## config.mk

```make
export PLATFORM = sky130hd
export DESIGN_NAME = ipi_core_regs
export DESIGN_NICKNAME = d
export VERILOG_FILES = /design/src/rtl/ipi_pkg.sv /design/src/rtl/ipi_addr_decode.sv /design/src/rtl/ipi_status_irq.sv /design/src/rtl/ipi_mbox_bank.sv /design/src/rtl/ipi_core_regs.sv
export SDC_FILE = /design/constraint.sdc
export NUM_CORES = 1
export LEC_CHECK = 0
export BUFFER_PORTS_ARGS = -buffer_cell sky130_fd_sc_hd__buf_4
export CORE_MARGIN = 3
export CORE_UTILIZATION = 62
export CTS_CLUSTER_SIZE = 28
export DETAILED_ROUTE_END_ITERATION = 16
export PLACE_DENSITY = 0.81
export SYNTH_ARGS = -nofsm -noshare
export SYNTH_HDL_FRONTEND = slang
export SYNTH_SLANG_ARGS = --single-unit
```

## constraint.sdc

```tcl
create_clock -name clk -period 6.9 [get_ports clk]
set_clock_uncertainty 0.05 [all_clocks]
set_input_delay 2.07 -clock clk [delete_from_list [all_inputs] [get_ports clk]]
set_output_delay 2.07 -clock clk [all_outputs]
set_load 0.005 [all_outputs]
```

## src/rtl/ipi_pkg.sv

```systemverilog
package ipi_pkg;

  // Register selector produced by the offset decoder
  typedef enum logic [2:0] {
    SEL_NONE   = 3'd0,
    SEL_STATUS = 3'd1,
    SEL_ENABLE = 3'd2,
    SEL_SET    = 3'd3,
    SEL_CLEAR  = 3'd4,
    SEL_MBOX   = 3'd5
  } reg_sel_e;

  // Fixed byte offsets of the control words (low address byte only)
  localparam logic [7:0] OFF_PENDING = 8'h00;
  localparam logic [7:0] OFF_ENABLE  = 8'h04;
  localparam logic [7:0] OFF_SET     = 8'h08;
  localparam logic [7:0] OFF_CLEAR   = 8'h0C;

  // Number of address bits that take part in decoding
  localparam int DEC_BITS = 8;

endpackage

```

## src/rtl/ipi_addr_decode.sv

```systemverilog
module ipi_addr_decode
  import ipi_pkg::*;
#(
  parameter int ADDR_W     = 12,
  parameter int MBOX_BASE  = 32'h20,
  parameter int MBOX_WORDS = 8,
  parameter int IDX_W      = $clog2(MBOX_WORDS)
) (
  input  logic [ADDR_W-1:0] addr,
  output reg_sel_e          sel,
  output logic [IDX_W-1:0]  mbox_idx
);

  localparam logic [7:0] MB_LO = MBOX_BASE[7:0];
  localparam logic [7:0] MB_HI = 8'(MBOX_BASE + 4 * (MBOX_WORDS - 1));

  logic [DEC_BITS-1:0] off;
  logic [7:0]          rel;

  // Bits above the decoded byte are deliberately ignored
  logic unused_hi;
  logic unused_rel;

  assign off        = addr[DEC_BITS-1:0];
  assign unused_hi  = ^addr[ADDR_W-1:DEC_BITS];
  assign rel        = off - MB_LO;
  assign mbox_idx   = rel[IDX_W+1:2];
  assign unused_rel = ^{rel[1:0], rel[7:IDX_W+2]};

  always_comb begin
    sel = SEL_NONE;
    if (off == OFF_PENDING) begin
      sel = SEL_STATUS;
    end else if (off == OFF_ENABLE) begin
      sel = SEL_ENABLE;
    end else if (off == OFF_SET) begin
      sel = SEL_SET;
    end else if (off == OFF_CLEAR) begin
      sel = SEL_CLEAR;
    end else if ((off >= MB_LO) && (off <= MB_HI)) begin
      sel = SEL_MBOX;
    end
  end

endmodule

```

## src/rtl/ipi_status_irq.sv

```systemverilog
module ipi_status_irq #(
  parameter int DATA_W = 32
) (
  input  logic              clk,
  input  logic              rst_n,
  input  logic              en_we,
  input  logic              set_we,
  input  logic              clr_we,
  input  logic [DATA_W-1:0] wdata,
  output logic [DATA_W-1:0] pending_o,
  output logic [DATA_W-1:0] enable_o,
  output logic              irq_o
);

  logic [DATA_W-1:0] pend_q, pend_d;
  logic [DATA_W-1:0] en_q, en_d;
  logic              irq_q, irq_d;
  logic              pend_ce, en_ce, irq_ce;
  logic [DATA_W-1:0] pend_or, pend_andn;

  assign pend_or   = pend_q | wdata;
  assign pend_andn = pend_q & ~wdata;

  // Next-state logic
  always_comb begin
    pend_d = pend_q;
    en_d   = en_q;
    irq_d  = irq_q;
    if (en_we) begin
      en_d = wdata;
    end
    if (set_we) begin
      pend_d = pend_or;
      if (|(pend_or & en_q)) begin
        irq_d = 1'b1;
      end
    end
    if (clr_we) begin
      pend_d = pend_andn;
      if ((pend_andn == '0) && (|en_q)) begin
        irq_d = 1'b0;
      end
    end
  end

  assign pend_ce = set_we | clr_we;
  assign en_ce   = en_we;
  assign irq_ce  = set_we | clr_we;

  // State registers
  always_ff @(posedge clk or negedge rst_n) begin
    if (!rst_n) begin
      pend_q <= '0;
    end else if (pend_ce) begin
      pend_q <= pend_d;
    end
  end

  always_ff @(posedge clk or negedge rst_n) begin
    if (!rst_n) begin
      en_q <= '0;
    end else if (en_ce) begin
      en_q <= en_d;
    end
  end

  always_ff @(posedge clk or negedge rst_n) begin
    if (!rst_n) begin
      irq_q <= 1'b0;
    end else if (irq_ce) begin
      irq_q <= irq_d;
    end
  end

  assign pending_o = pend_q;
  assign enable_o  = en_q;
  assign irq_o     = irq_q;

  AST_IRQ_RISE_NEEDS_SET: assert property (@(posedge clk) disable iff (!rst_n)
    $rose(irq_q) |-> $past(set_we));
  AST_IRQ_FALL_NEEDS_CLR: assert property (@(posedge clk) disable iff (!rst_n)
    $fell(irq_q) |-> $past(clr_we));
  AST_CLR_EMPTY_LOWERS: assert property (@(posedge clk) disable iff (!rst_n)
    ($past(clr_we) && (pend_q == '0) && (|en_q)) |-> !irq_q);
  AST_EN_WRITE_KEEPS_IRQ: assert property (@(posedge clk) disable iff (!rst_n)
    ($past(en_we) && !$past(set_we) && !$past(clr_we)) |-> $stable(irq_q));
  AST_PEND_GROWS_ONLY_BY_SET: assert property (@(posedge clk) disable iff (!rst_n)
    !$past(set_we) |-> ((pend_q & ~$past(pend_q)) == '0));

endmodule

```

## src/rtl/ipi_mbox_bank.sv

```systemverilog
module ipi_mbox_bank #(
  parameter int DATA_W = 32,
  parameter int WORDS  = 8,
  parameter int IDX_W  = $clog2(WORDS)
) (
  input  logic              clk,
  input  logic              rst_n,
  input  logic              we,
  input  logic [IDX_W-1:0]  idx,
  input  logic [DATA_W-1:0] wdata,
  output logic [DATA_W-1:0] rdata
);

  logic [DATA_W-1:0] word_q [WORDS];

  for (genvar gi = 0; gi < WORDS; gi++) begin : g_word
    logic              word_ce;
    logic [DATA_W-1:0] word_d;

    assign word_ce = we && (idx == IDX_W'(gi));
    assign word_d  = wdata;

    always_ff @(posedge clk or negedge rst_n) begin
      if (!rst_n) begin
        word_q[gi] <= '0;
      end else if (word_ce) begin
        word_q[gi] <= word_d;
      end
    end

    AST_MBOX_WORD_HOLD: assert property (@(posedge clk) disable iff (!rst_n)
      !$past(we && (idx == IDX_W'(gi))) |-> $stable(word_q[gi]));
  end

  assign rdata = word_q[idx];

endmodule

```

## src/rtl/ipi_core_regs.sv

```systemverilog
module ipi_core_regs
  import ipi_pkg::*;
#(
  parameter int ADDR_W     = 12,
  parameter int DATA_W     = 32,
  parameter int MBOX_WORDS = 8,
  parameter int MBOX_BASE  = 32'h20
) (
  input  logic              clk,
  input  logic              rst_n,
  input  logic              acc_valid,
  input  logic              acc_write,
  input  logic [ADDR_W-1:0] acc_addr,
  input  logic [DATA_W-1:0] acc_wdata,
  output logic [DATA_W-1:0] acc_rdata,
  output logic              irq_o,
  output logic              ro_write_err_o,
  output logic              unimp_err_o
);

  localparam int IDX_W = $clog2(MBOX_WORDS);

  reg_sel_e          sel;
  logic [IDX_W-1:0]  mbox_idx;
  logic              wr, rd;
  logic              en_we, set_we, clr_we, mbox_we;
  logic [DATA_W-1:0] pending, enable, mbox_rdata;
  logic              ro_err_q, ro_err_d, unimp_q, unimp_d;

  ipi_addr_decode #(
    .ADDR_W    (ADDR_W),
    .MBOX_BASE (MBOX_BASE),
    .MBOX_WORDS(MBOX_WORDS),
    .IDX_W     (IDX_W)
  ) u_dec (
    .addr    (acc_addr),
    .sel     (sel),
    .mbox_idx(mbox_idx)
  );

  assign wr      = acc_valid & acc_write;
  assign rd      = acc_valid & ~acc_write;
  assign en_we   = wr && (sel == SEL_ENABLE);
  assign set_we  = wr && (sel == SEL_SET);
  assign clr_we  = wr && (sel == SEL_CLEAR);
  assign mbox_we = wr && (sel == SEL_MBOX);

  ipi_status_irq #(
    .DATA_W(DATA_W)
  ) u_stat (
    .clk      (clk),
    .rst_n    (rst_n),
    .en_we    (en_we),
    .set_we   (set_we),
    .clr_we   (clr_we),
    .wdata    (acc_wdata),
    .pending_o(pending),
    .enable_o (enable),
    .irq_o    (irq_o)
  );

  ipi_mbox_bank #(
    .DATA_W(DATA_W),
    .WORDS (MBOX_WORDS),
    .IDX_W (IDX_W)
  ) u_mbox (
    .clk  (clk),
    .rst_n(rst_n),
    .we   (mbox_we),
    .idx  (mbox_idx),
    .wdata(acc_wdata),
    .rdata(mbox_rdata)
  );

  // Read multiplexer: strobes and undecoded offsets read as zero
  always_comb begin
    acc_rdata = '0;
    if (rd) begin
      case (sel)
        SEL_STATUS: acc_rdata = pending;
        SEL_ENABLE: acc_rdata = enable;
        SEL_MBOX:   acc_rdata = mbox_rdata;
        default:    acc_rdata = '0;
      endcase
    end
  end

  // Error flag next state
  always_comb begin
    ro_err_d = wr && (sel == SEL_STATUS);
    unimp_d  = acc_valid && (sel == SEL_NONE);
  end

  always_ff @(posedge clk or negedge rst_n) begin
    if (!rst_n) begin
      ro_err_q <= 1'b0;
      unimp_q  <= 1'b0;
    end else begin
      ro_err_q <= ro_err_d;
      unimp_q  <= unimp_d;
    end
  end

  assign ro_write_err_o = ro_err_q;
  assign unimp_err_o    = unimp_q;

  AST_ERR_FLAGS_EXCLUSIVE: assert property (@(posedge clk) disable iff (!rst_n)
    $onehot0({ro_write_err_o, unimp_err_o}));
  AST_RO_WRITE_KEEPS_PENDING: assert property (@(posedge clk) disable iff (!rst_n)
    ro_write_err_o |-> $stable(pending));
  AST_UNIMP_NO_STATE_CHANGE: assert property (@(posedge clk) disable iff (!rst_n)
    unimp_err_o |-> ($stable(pending) && $stable(enable) && $stable(irq_o)));
  AST_STROBE_READ_ZERO: assert property (@(posedge clk) disable iff (!rst_n)
    (rd && ((sel == SEL_SET) || (sel == SEL_CLEAR))) |-> (acc_rdata == '0));
  AST_IRQ_MOVES_ONLY_AFTER_STROBE: assert property (@(posedge clk) disable iff (!rst_n)
    !$stable(irq_o) |-> ($past(set_we) || $past(clr_we)));

endmodule

```

==> results by group <==
Global routing
  – GR Util All Layers: 28.49%
  – Initial antenna violation count: 0
  – Global-route wire length before repair: 58,470 um
  – Largest net degree at the start of global routing: approximately 140
  – Grt ovf: 0
  – Via count of the first global-routing pass: roughly 10,000

Detailed routing
  – Total via count in the routed design: 9,707
  – Via density: around 6.7
  – DRT iter0 DRCs: between 1,000 and 1,500
  – DRC: 0
  – Antenna viol nets, final: 0
  – Drt pass-1 iters: 7
  – Wirelength per Cell: roughly 25 um
  – Final WL: around 37,000 um

Finish
  – Share of post-route cells with drive strength above 1: just under 50%
  – Final Cell Area: about 17,000 um^2
  – Most frequent cells in the layout: dfrtp_1 (323), mux2_2 (288), buf_4 (94)
  – Fin cells: 1,453
  – Antenna Cells: 0
  – Leading cell type in the layout, fill and taps excluded: dfrtp_1
  – Layout Nets: ~1,200
  – Synth-to-layout area growth: 12.59%

Timing
  – Achievable Freq: between 0.1 and 0.15 GHz
  – Fin crit period: slightly below 7 ns
  – Max Slew Vio Count: 0
  – Hold WS: 0.4490 ns
  – # setup viols final: 0
  – Setup TNS: 0 ns
  – Worst Tran Pin Value: between 1 and 1.5 ns
  – Period utilisation layout: 97.82%
  – Max_slew headroom: 19.43%
  – RSZ-0062 raised after global routing: no
  – Endpoints failing hold: 0
  – Slack of the critical path: roughly 0.15 ns

Pwr
  – Clock share of power: between 40% and 50%
  – Seq pwr share: approximately half
  – Logic pwr share: 9.4%
  – Int Pwr: approximately 3.3 mW
  – Switching share of total power: a little under a quarter
  – Leakage power: about 8 nW
  – Pwr dens: roughly 250 nW/um^2
  – Switching power: 0.9753 mW
  – Worst IR Drop VDD: between 150 and 200 uV

Run
  – Maxcap violations: 0

CTS
  – TritonCTS Buffers: 34
  – Clock Sink Count: approximately 320
  – Maximum clock insertion buffer count: 3
  – Clock transition at path regs: 0.05 ns
  – CTS tree: built
  – Insertion delay to the later sink of the worst-skew pair: between 0.5 and 0.6 ns
  – Cts repair resizes: 0
  – CTS Root Cell: clkbuf_16
  – H-tree depth: 2
  – Post-CTS Hold Fix Bufs: 0
  – Setup bufs post-CTS: 0

Yosys
  – Main synth FF type: dfrtp_1
  – EDFF count, synth: 0
  – Warnings, synthesis: 0
  – Post-synthesis sequential area ratio: between 50% and 60%
  – Unique masters post-synth: 34
  – Seq cells post-synth: around 320
  – Ys async rst share: 100.0%
  – Mean post-synth cell area: approximately 14 um^2
  – Synthesized Nets: ~1,100
  – Synthesized cell area: roughly 15,000 um^2
  – Syn Inst Count: between 1,000 and 1,500

Placement
  – Gpl congestion: between 0.9 and 1
  – DPL Wire Length: around 22,000 um
  – Setup slack at placement: around 0.35 ns
  – Placed cell count: about 1,400
  – Number of port buffers: 78
  – Cell Area, Placed: roughly 16,000 um^2

Min path
  – Worst hold path class: reg2reg
  – Min-delay src: u_mbox.word_q[43]$_DFFE_PN0P_

Critical path
  – Crit Path Max Fanout: 17
  – Kind of critical path: in2out
  – Critical path arrival: 4.63 ns
  – Crit end category: output pin
  – Worst setup path start: acc_addr[7]
  – Required @ worst endpoint: 4.78 ns
  – Reg2reg setup slack: between 5 and 6 ns
  – Crit path launch type: input port

Die
  – Starting density of the core: about 64%
  – Die height: roughly 160 um
  – Core ar.: between 20,000 and 25,000 um^2
  – FP Rows: 56
  – Die span in x: approximately 160 um
  – I/O pin count: 83
  – Die area: between 20,000 and 30,000 um^2

Status
  – Status: finished, final reports clean
## synthesized netlist by cell type (2+ instances only)
cell	number	area share (%)
buf_6	5	0.37
nand4_1	10	0.41
nand2_1	5	0.12
mux4_2	64	9.5
nor2b_1	4	0.16
or3_1	2	0.082
mux2_1	2	0.15
nor2_1	42	1.0
o21ai_0	32	1.1
buf_4	2	0.099
buf_1	8	0.20
mux2_4	30	3.0
nor4_1	14	0.58
nor3_1	5	0.16
o22ai_1	16	0.66
dfrtp_1	323	53
mux2_2	288	21
a222oi_1	32	2.1
clkbuf_1	52	1.3
nand3_1	4	0.13
buf_2	33	1.1
inv_1	32	0.79
a21oi_1	64	2.1
## per-layer routing
| layer | track usage, % | up-vias | part of all wire [%] |
|---|---|---|---|
| met5 | 0 | - | 0 |
| met1 | 41.79 | 5112 | 42 |
| met2 | 45.36 | 427 | 49 |
| li1 | - | 4107 | - |
| met3 | 4.247 | 61 | 6.5 |
| met4 | 7.958 | 0 | 2.4 |
## through the flow
| stage | util [%] | power (mW) |
|---|---|---|
| floorplan | - | 2.381 |
| finish | 71.92 | 4.309 |
| detailed placement | 67.31 | 2.533 |
| global placement | 67.31 | 2.512 |
| CTS | 71.92 | 4.337 |
| global route | 71.92 | 4.458 |
## state kept, by name, summed over array words and instances (netlist names), named ones only
| signal | cells |
|---|---|
| u_stat.enable_o | 32 |
| ro_write_err_o | 1 |
| unimp_err_o | 1 |
| u_mbox.word_q | 256 |
| u_stat.irq_o | 1 |
## kinds of logic after synthesis
group | share of synthesized area (%)
multiplexers | 33.89
AO/OA/AOI/OAI | 6.175
AND/OR/NAND/NOR | 2.968
flip-flops | 53.12
buffers and inverters | 3.848
## power by group through the flow
stage          clock network [mW]  logic (mW)  registers, mW
2_1_floorplan                   0       0.278           2.10
3_3_place_gp                    0       0.392           2.12
3_5_place_dp                    0       0.404           2.13
4_1_cts                      1.83       0.408           2.10
5_1_grt                      1.90       0.440           2.11
6_report                     1.80       0.405           2.10
## path summary, 6_finish.rpt
check	endpoint	depth (start not counted)
max in group asynchronous	u_mbox.word_q[15]$_DFFE_PN0P_	2
worst min-delay path	u_mbox.word_q[43]$_DFFE_PN0P_	1
worst min register to register	u_mbox.word_q[43]$_DFFE_PN0P_	1
worst max-delay path	acc_rdata[31]	8
worst max register to register	u_stat.irq_o$_DFFE_PN0P_	5
min in group asynchronous	u_mbox.word_q[192]$_DFFE_PN0P_	1
## final cells by class
| class | instances | area [um^2] |
|---|---|---|
| Clock inverter | 3 | 40.04 |
| Clock buffer | 51 | 1059 |
| Fill cell | 1531 | 6690 |
| Tap cell | 319 | 399.1 |
| Timing Repair Buffer | 100 | 820.8 |
| Inverter | 33 | 123.9 |
| Multi-Input combinational cell | 624 | 6608 |
| Sequential cell | 323 | 8083 |
## critical path, stage by stage
cell,delay (ns)
buf_4,0.11
nor2_1,0.30
nand3_1,0.20
nor3_2,0.94
buf_4,0.40
a222oi_1,0.15
nor2_1,0.27
buf_4,0.17
No activity file was read; power rests on OpenSTA's default activity.
